$ cat config.mk
export PLATFORM = sky130hd
export DESIGN_NAME = sram_dual_bank_ctrl
export DESIGN_NICKNAME = d
export VERILOG_FILES = /design/src/rtl/sram_ctrl_pkg.sv /design/src/rtl/sram_bank_decode.sv /design/src/rtl/sram_wait_timer.sv /design/src/rtl/sram_seq_fsm.sv /design/src/rtl/sram_dual_bank_ctrl.sv
export SDC_FILE = /design/constraint.sdc
export NUM_CORES = 1
export LEC_CHECK = 0
export BUFFER_PORTS_ARGS = -buffer_cell sky130_fd_sc_hd__buf_2
export CAP_MARGIN = 30
export CORE_MARGIN = 2
export CORE_UTILIZATION = 49
export DETAILED_ROUTE_END_ITERATION = 7
export PLACE_DENSITY = 0.88
export SETUP_SLACK_MARGIN = 0.3
export SYNTH_ARGS = -nofsm -noshare
export SYNTH_HDL_FRONTEND = slang
export SYNTH_SLANG_ARGS = --single-unit
$ cat constraint.sdc
create_clock -name clk -period 4.3 [get_ports clk]
set_clock_uncertainty 0.05 [all_clocks]
set_input_delay 0.86 -clock clk [delete_from_list [all_inputs] [get_ports clk]]
set_output_delay 0.86 -clock clk [all_outputs]
set_load 0.02 [all_outputs]
$ cat src/rtl/sram_ctrl_pkg.sv
`timescale 1ns/1ps
package sram_ctrl_pkg;

    typedef enum logic [2:0] {
        ST_IDLE,
        ST_RD_ACC,
        ST_WR_TURN,
        ST_WR_PULSE,
        ST_WR_END,
        ST_FINISH
    } seq_state_t;

    function automatic int max_of3(input int a, input int b, input int c);
        int m;
        m = (a > b) ? a : b;
        return (m > c) ? m : c;
    endfunction

endpackage

$ cat src/rtl/sram_bank_decode.sv
`timescale 1ns/1ps
module sram_bank_decode #(
    parameter int NUM_BANKS = 2,
    parameter int SEL_W     = 1
) (
    input  logic [SEL_W-1:0]     bank_sel,
    input  logic                 bank_act,
    input  logic                 we_act,
    output logic [NUM_BANKS-1:0] ce_n,
    output logic [NUM_BANKS-1:0] we_n
);

    // One decoded enable pair per bank; only the selected bank can go low.
    for (genvar b = 0; b < NUM_BANKS; b++) begin : g_bank
        logic hit;
        assign hit     = bank_act && (bank_sel == SEL_W'(b));
        assign ce_n[b] = ~hit;
        assign we_n[b] = ~(hit && we_act);
    end

endmodule

$ cat src/rtl/sram_wait_timer.sv
`timescale 1ns/1ps
module sram_wait_timer #(
    parameter int CW = 2
) (
    input  logic          clk,
    input  logic          rst_n,
    input  logic          load,
    input  logic [CW-1:0] load_val,
    output logic          expired
);

    logic [CW-1:0] cnt_q;

    always_ff @(posedge clk or negedge rst_n) begin
        if (!rst_n) begin
            cnt_q <= '0;
        end else if (load) begin
            cnt_q <= load_val;
        end else if (cnt_q != '0) begin
            cnt_q <= cnt_q - 1'b1;
        end
    end

    assign expired = (cnt_q == '0);

endmodule

$ cat src/rtl/sram_seq_fsm.sv
`timescale 1ns/1ps
module sram_seq_fsm
    import sram_ctrl_pkg::*;
#(
    parameter int CW        = 2,
    parameter int RD_WAIT   = 3,
    parameter int WR_PULSE  = 2,
    parameter int TURN_WAIT = 2
) (
    input  logic          clk,
    input  logic          rst_n,
    input  logic          req,
    input  logic          req_we,
    input  logic          tmr_expired,
    output logic          tmr_load,
    output logic [CW-1:0] tmr_val,
    output logic          capture,
    output logic          bank_act,
    output logic          we_act,
    output logic          oe_act,
    output logic          dq_drive,
    output logic          rd_capture,
    output logic          ready
);

    localparam logic [CW-1:0] RD_LOAD   = CW'(RD_WAIT - 1);
    localparam logic [CW-1:0] WR_LOAD   = CW'(WR_PULSE - 1);
    localparam logic [CW-1:0] TURN_LOAD = CW'(TURN_WAIT - 1);

    seq_state_t state_q, state_d;
    logic       turn_q, turn_d;

    // State register, including the pending-turnaround flag.
    always_ff @(posedge clk or negedge rst_n) begin
        if (!rst_n) begin
            state_q <= ST_IDLE;
            turn_q  <= 1'b0;
        end else begin
            state_q <= state_d;
            turn_q  <= turn_d;
        end
    end

    // Next-state logic.
    always_comb begin
        state_d = state_q;
        turn_d  = turn_q;
        unique case (state_q)
            ST_IDLE: begin
                if (req) begin
                    if (req_we) begin
                        state_d = turn_q ? ST_WR_TURN : ST_WR_PULSE;
                        turn_d  = 1'b0;
                    end else begin
                        state_d = ST_RD_ACC;
                    end
                end
            end
            ST_RD_ACC: begin
                if (tmr_expired) begin
                    state_d = ST_FINISH;
                    turn_d  = 1'b1;
                end
            end
            ST_WR_TURN:  if (tmr_expired) state_d = ST_WR_PULSE;
            ST_WR_PULSE: if (tmr_expired) state_d = ST_WR_END;
            ST_WR_END:   state_d = ST_FINISH;
            ST_FINISH:   state_d = ST_IDLE;
            default:     state_d = ST_IDLE;
        endcase
    end

    // Output decode (Moore pins plus timer loads on transitions).
    always_comb begin
        tmr_load   = 1'b0;
        tmr_val    = '0;
        capture    = 1'b0;
        bank_act   = 1'b0;
        we_act     = 1'b0;
        oe_act     = 1'b0;
        dq_drive   = 1'b0;
        rd_capture = 1'b0;
        ready      = 1'b0;
        unique case (state_q)
            ST_IDLE: begin
                capture  = req;
                tmr_load = req;
                if (!req_we)     tmr_val = RD_LOAD;
                else if (turn_q) tmr_val = TURN_LOAD;
                else             tmr_val = WR_LOAD;
            end
            ST_RD_ACC: begin
                bank_act   = 1'b1;
                oe_act     = 1'b1;
                rd_capture = tmr_expired;
            end
            ST_WR_TURN: begin
                bank_act = 1'b1;
                we_act   = 1'b1;
                tmr_load = tmr_expired;
                tmr_val  = WR_LOAD;
            end
            ST_WR_PULSE: begin
                bank_act = 1'b1;
                we_act   = 1'b1;
                dq_drive = 1'b1;
            end
            ST_WR_END: begin
                bank_act = 1'b1;
                dq_drive = 1'b1;
            end
            ST_FINISH: ready = 1'b1;
            default: ;
        endcase
    end

endmodule

$ cat src/rtl/sram_dual_bank_ctrl.sv
`timescale 1ns/1ps
module sram_dual_bank_ctrl
    import sram_ctrl_pkg::*;
#(
    parameter int NUM_BANKS = 2,
    parameter int BANK_AW   = 19,
    parameter int DW        = 8,
    parameter int RD_WAIT   = 3,
    parameter int WR_PULSE  = 2,
    parameter int TURN_WAIT = 2
) (
    input  logic                                 clk,
    input  logic                                 rst_n,
    input  logic                                 host_req,
    input  logic                                 host_we,
    input  logic [BANK_AW+$clog2(NUM_BANKS)-1:0] host_addr,
    input  logic [DW-1:0]                        host_wdata,
    output logic                                 host_ready,
    output logic [DW-1:0]                        host_rdata,
    output logic [BANK_AW-1:0]                   mem_addr,
    output logic [NUM_BANKS-1:0]                 mem_ce_n,
    output logic [NUM_BANKS-1:0]                 mem_we_n,
    output logic                                 mem_oe_n,
    output logic [DW-1:0]                        mem_dq_o,
    output logic                                 mem_dq_oe,
    input  logic [DW-1:0]                        mem_dq_i
);

    localparam int SEL_W   = $clog2(NUM_BANKS);
    localparam int HOST_AW = BANK_AW + SEL_W;
    localparam int MAXW    = max_of3(RD_WAIT, WR_PULSE, TURN_WAIT);
    localparam int CW      = (MAXW < 2) ? 1 : $clog2(MAXW);

    logic [HOST_AW-1:0] addr_q;
    logic [DW-1:0]      wdata_q;
    logic [DW-1:0]      rdata_q;

    logic          tmr_load, tmr_expired;
    logic [CW-1:0] tmr_val;
    logic          capture, bank_act, we_act, oe_act, dq_drive, rd_capture;

    sram_seq_fsm #(
        .CW(CW), .RD_WAIT(RD_WAIT), .WR_PULSE(WR_PULSE), .TURN_WAIT(TURN_WAIT)
    ) u_fsm (
        .clk        (clk),
        .rst_n      (rst_n),
        .req        (host_req),
        .req_we     (host_we),
        .tmr_expired(tmr_expired),
        .tmr_load   (tmr_load),
        .tmr_val    (tmr_val),
        .capture    (capture),
        .bank_act   (bank_act),
        .we_act     (we_act),
        .oe_act     (oe_act),
        .dq_drive   (dq_drive),
        .rd_capture (rd_capture),
        .ready      (host_ready)
    );

    sram_wait_timer #(.CW(CW)) u_timer (
        .clk     (clk),
        .rst_n   (rst_n),
        .load    (tmr_load),
        .load_val(tmr_val),
        .expired (tmr_expired)
    );

    sram_bank_decode #(.NUM_BANKS(NUM_BANKS), .SEL_W(SEL_W)) u_dec (
        .bank_sel(addr_q[HOST_AW-1:BANK_AW]),
        .bank_act(bank_act),
        .we_act  (we_act),
        .ce_n    (mem_ce_n),
        .we_n    (mem_we_n)
    );

    // Request capture: address and write data stay fixed for the access.
    always_ff @(posedge clk or negedge rst_n) begin
        if (!rst_n) begin
            addr_q  <= '0;
            wdata_q <= '0;
        end else if (capture) begin
            addr_q  <= host_addr;
            wdata_q <= host_wdata;
        end
    end

    // Read sampling at the end of the access window.
    always_ff @(posedge clk or negedge rst_n) begin
        if (!rst_n) begin
            rdata_q <= '0;
        end else if (rd_capture) begin
            rdata_q <= mem_dq_i;
        end
    end

    assign mem_addr   = addr_q[BANK_AW-1:0];
    assign mem_oe_n   = ~oe_act;
    assign mem_dq_o   = wdata_q;
    assign mem_dq_oe  = dq_drive;
    assign host_rdata = rdata_q;

endmodule

==> results by group <==
Die
  • # IOs: 82
  • # rows: 21
  • Core area: 3390 um^2
  • Die area: 4070 um^2
  • Chip width: 63.8 um
  • Die H: 63.8 um
  • Initial Util: 51.7%

Critical path
  • Reg2Reg Launch Point: u_fsm.state_q[1]
  • CP Launch Point: u_fsm.state_q[0]
  • Arr. time, crit path: 1540 ps
  • Flop-to-flop setup slack: 2530 ps
  • Critical path peak fanout: 13
  • Nature of the critical path endpoint: output pin
  • Crit Path Category: flop to output pin
  • R2R Path End: addr_q[4]
  • Worst r2r path cells: 3
  • CP Launch Type: flop
  • Critical path data required time: 3390 ps

Clocking
  • CTS tree: done
  • CTS sink count: 42
  • Clk root buf: clkbuf_4
  • Clock insertion delay at the later pin of the skew report: 330 ps
  • Postcts setup bufs: 0
  • Total CTS buffers: 5
  • H-tree levels: 2
  • Max Buffers Root-to-Sink: 2
  • Clock transition at the registers of the reported paths: 110 ps
  • Post-CTS sizing: 0
  • CTS Hold Bufs: 0

Timing
  • Relative slew slack: 41.2%
  • Final hold vios: 0
  • Least-Margin Pin Slew: 881 ps
  • Setup TNS: 0 ps
  • Endpoints failing setup: 0
  • Minimum clock period after layout: 2450 ps
  • Setup ws final: 1850 ps
  • Final Max Slew Viols: 0
  • RSZ-0062 raised after global routing: no
  • Final Cycle Share: 57.1%
  • Peak Freq: 408 MHz

Pwr
  • Leak: 1.10 nW
  • Power Internal: 1.05 mW
  • PwrDens: 801 nW/um^2
  • Clock network power share: 9.7%
  • Sequential power share: 40.6%
  • Switch Pwr: 736 uW
  • Sw frac: 41.1%
  • Comb pwr share: 49.7%
  • Maximum vdd drop: 0.000402 V
  • Power after layout: 1.79 mW

Hold path
  • Hold Startpoint: addr_q[14]
  • Hold path cells: 1
  • Worst hold endpoint: addr_q[14]
  • Worst min-delay path class: flop to flop

Drt
  • Met1 wire length: 1380 um
  • DRC violations left: 0
  • Routed Antenna Nets: 0
  • DRT Pass-1 Iters: 3
  • Vias per cell: 4.82
  • Uppermost layer routed: met4
  • Per-cell routed wire length: 12.6 um
  • Final WL: 3200 um
  • Routed via count: 1225
  • Metal2 WL: 1610 um
  • Starting DRC count in detailed routing: 44
  • Met3 wire length: 175 um

Logic synthesis
  • Synthesized Nets: 168
  • Top-area cell type share of the netlist area: 60.0%
  • FFs w/ async S/R, synth: 100%
  • Average cell area after synthesis: 13.8 um^2
  • Gate Count Post-Synth: 127
  • Synth cell types: 27
  • Post-synth EDFFs: 0
  • Top post-synthesis cells by count: dfrtp_1 (42), mux2_2 (34), nand2_1 (9)
  • Synth area leaders: dfrtp_1 (60%), mux2_2 (22%), nand2_1 (1.9%)
  • YS warnings: 0
  • Mapped cell area: 1750 um^2
  • Most common cell in the netlist: dfrtp_1
  • Top FF cell, synth: dfrtp_1
  • Yosys reg bits: 42
  • Post-synth top area cell: dfrtp_1
  • Register area share after synthesis: 60.0%

GRT
  • Initial antenna violation count: 0
  • Number of global-route vias before repair: 1240
  • Gr ovfl total: 0
  • First-pass GRT wire length: 5460 um
  • GRT Util Overall: 17.6%
  • Largest net degree at the start of global routing: 43

Finish
  • Area grow syn2layout: 27.5%
  • FILL cells: 272
  • Finished Layout Cells: 254
  • Share of cells above drive strength 1: 60.6%
  • Nets: 249
  • N_diodes: 0
  • Design area: 2230 um^2

Placement
  • Placed Area: 2190 um^2
  • Hpwl dp: 2390 um
  • GP Congestion: 0.708
  • Setup WS pre-CTS: 2180 ps
  • Cells after DPL: 247
  • IO Port Bufs: 81

Run status
  • Status: complete, no violations

Run
  • Max-cap violations: 0
==> per-stage QoR <==
stage               hold WS [ps]  utilization (%)
detailed placement           441             64.5
global route                 479             65.9
CTS                          468             65.9
global placement             417             64.5
finish                       457             65.9
floorplan                    445                -
==> worst max-delay path by stage <==
stage	depth (start not counted)	to
final	2	mem_oe_n
after CTS	2	mem_oe_n
after global placement	4	addr_q[9]
after detailed placement	4	addr_q[8]
after floorplan	2	mem_oe_n
after global routing	4	mem_ce_n[0]
==> critical path: stages, from the launching register on <==
cell and delay, ps:
dfrtp_1 580, or3b_2 470, buf_2 170
==> state kept, by name, summed over array words and instances (netlist names) <==
register / count
mem_dq_o: 8
u_fsm.state_q: 3
u_timer.cnt_q: 2
u_fsm.turn_q: 1
addr_q: 20
host_rdata: 8
==> power groups by stage <==
stage	Combinational [mW]	Sequential (mW)	Clock (mW)
finish	0.890	0.727	0.173
floorplan	0.437	0.914	0
CTS	0.904	0.728	0.181
detailed placement	0.904	0.734	0
global route	0.965	0.758	0.200
global placement	0.885	0.727	0
==> layer usage <==
metal	GRT usage, %	vias up
li1	-	600
met1	21.0	582
met2	29.7	37
met3	6.34	6
met4	5.71	0
met5	0	-
==> placed cells by master (no fill, tap or decap), types with 2 or more instances in the layout <==
master	instances
inv_1	2
clkbuf_4	5
dfrtp_1	42
o21a_1	2
clkinv_2	2
buf_2	81
mux2_1	2
a21oi_1	3
nor2b_1	2
nand2_1	9
nor3_1	2
nor2_1	4
nand2b_1	3
mux2_2	34
o21ai_0	2
==> kinds of logic after synthesis <==
family	after synthesis	synth area share, %
fa+ha+maj	1	0.714
xor+xnor	2	0.999
flops	42	60.0
buf+inv	10	3.00
compound gates	9	3.07
mux	37	23.7
simple gates	26	8.57
==> area by class of cell <==
cell class	count	area [um^2]	area share [%]
clock buffers	5	37.5	1.68
repair buffers	82	413	18.5
inverters	2	7.51	0.336
flip-flops and latches	42	1050	47.0
well taps	46	57.6	2.58
multi-input cells	75	658	29.5
clock inverters	2	10.0	0.448
No activity file was read; power rests on OpenSTA's default activity.
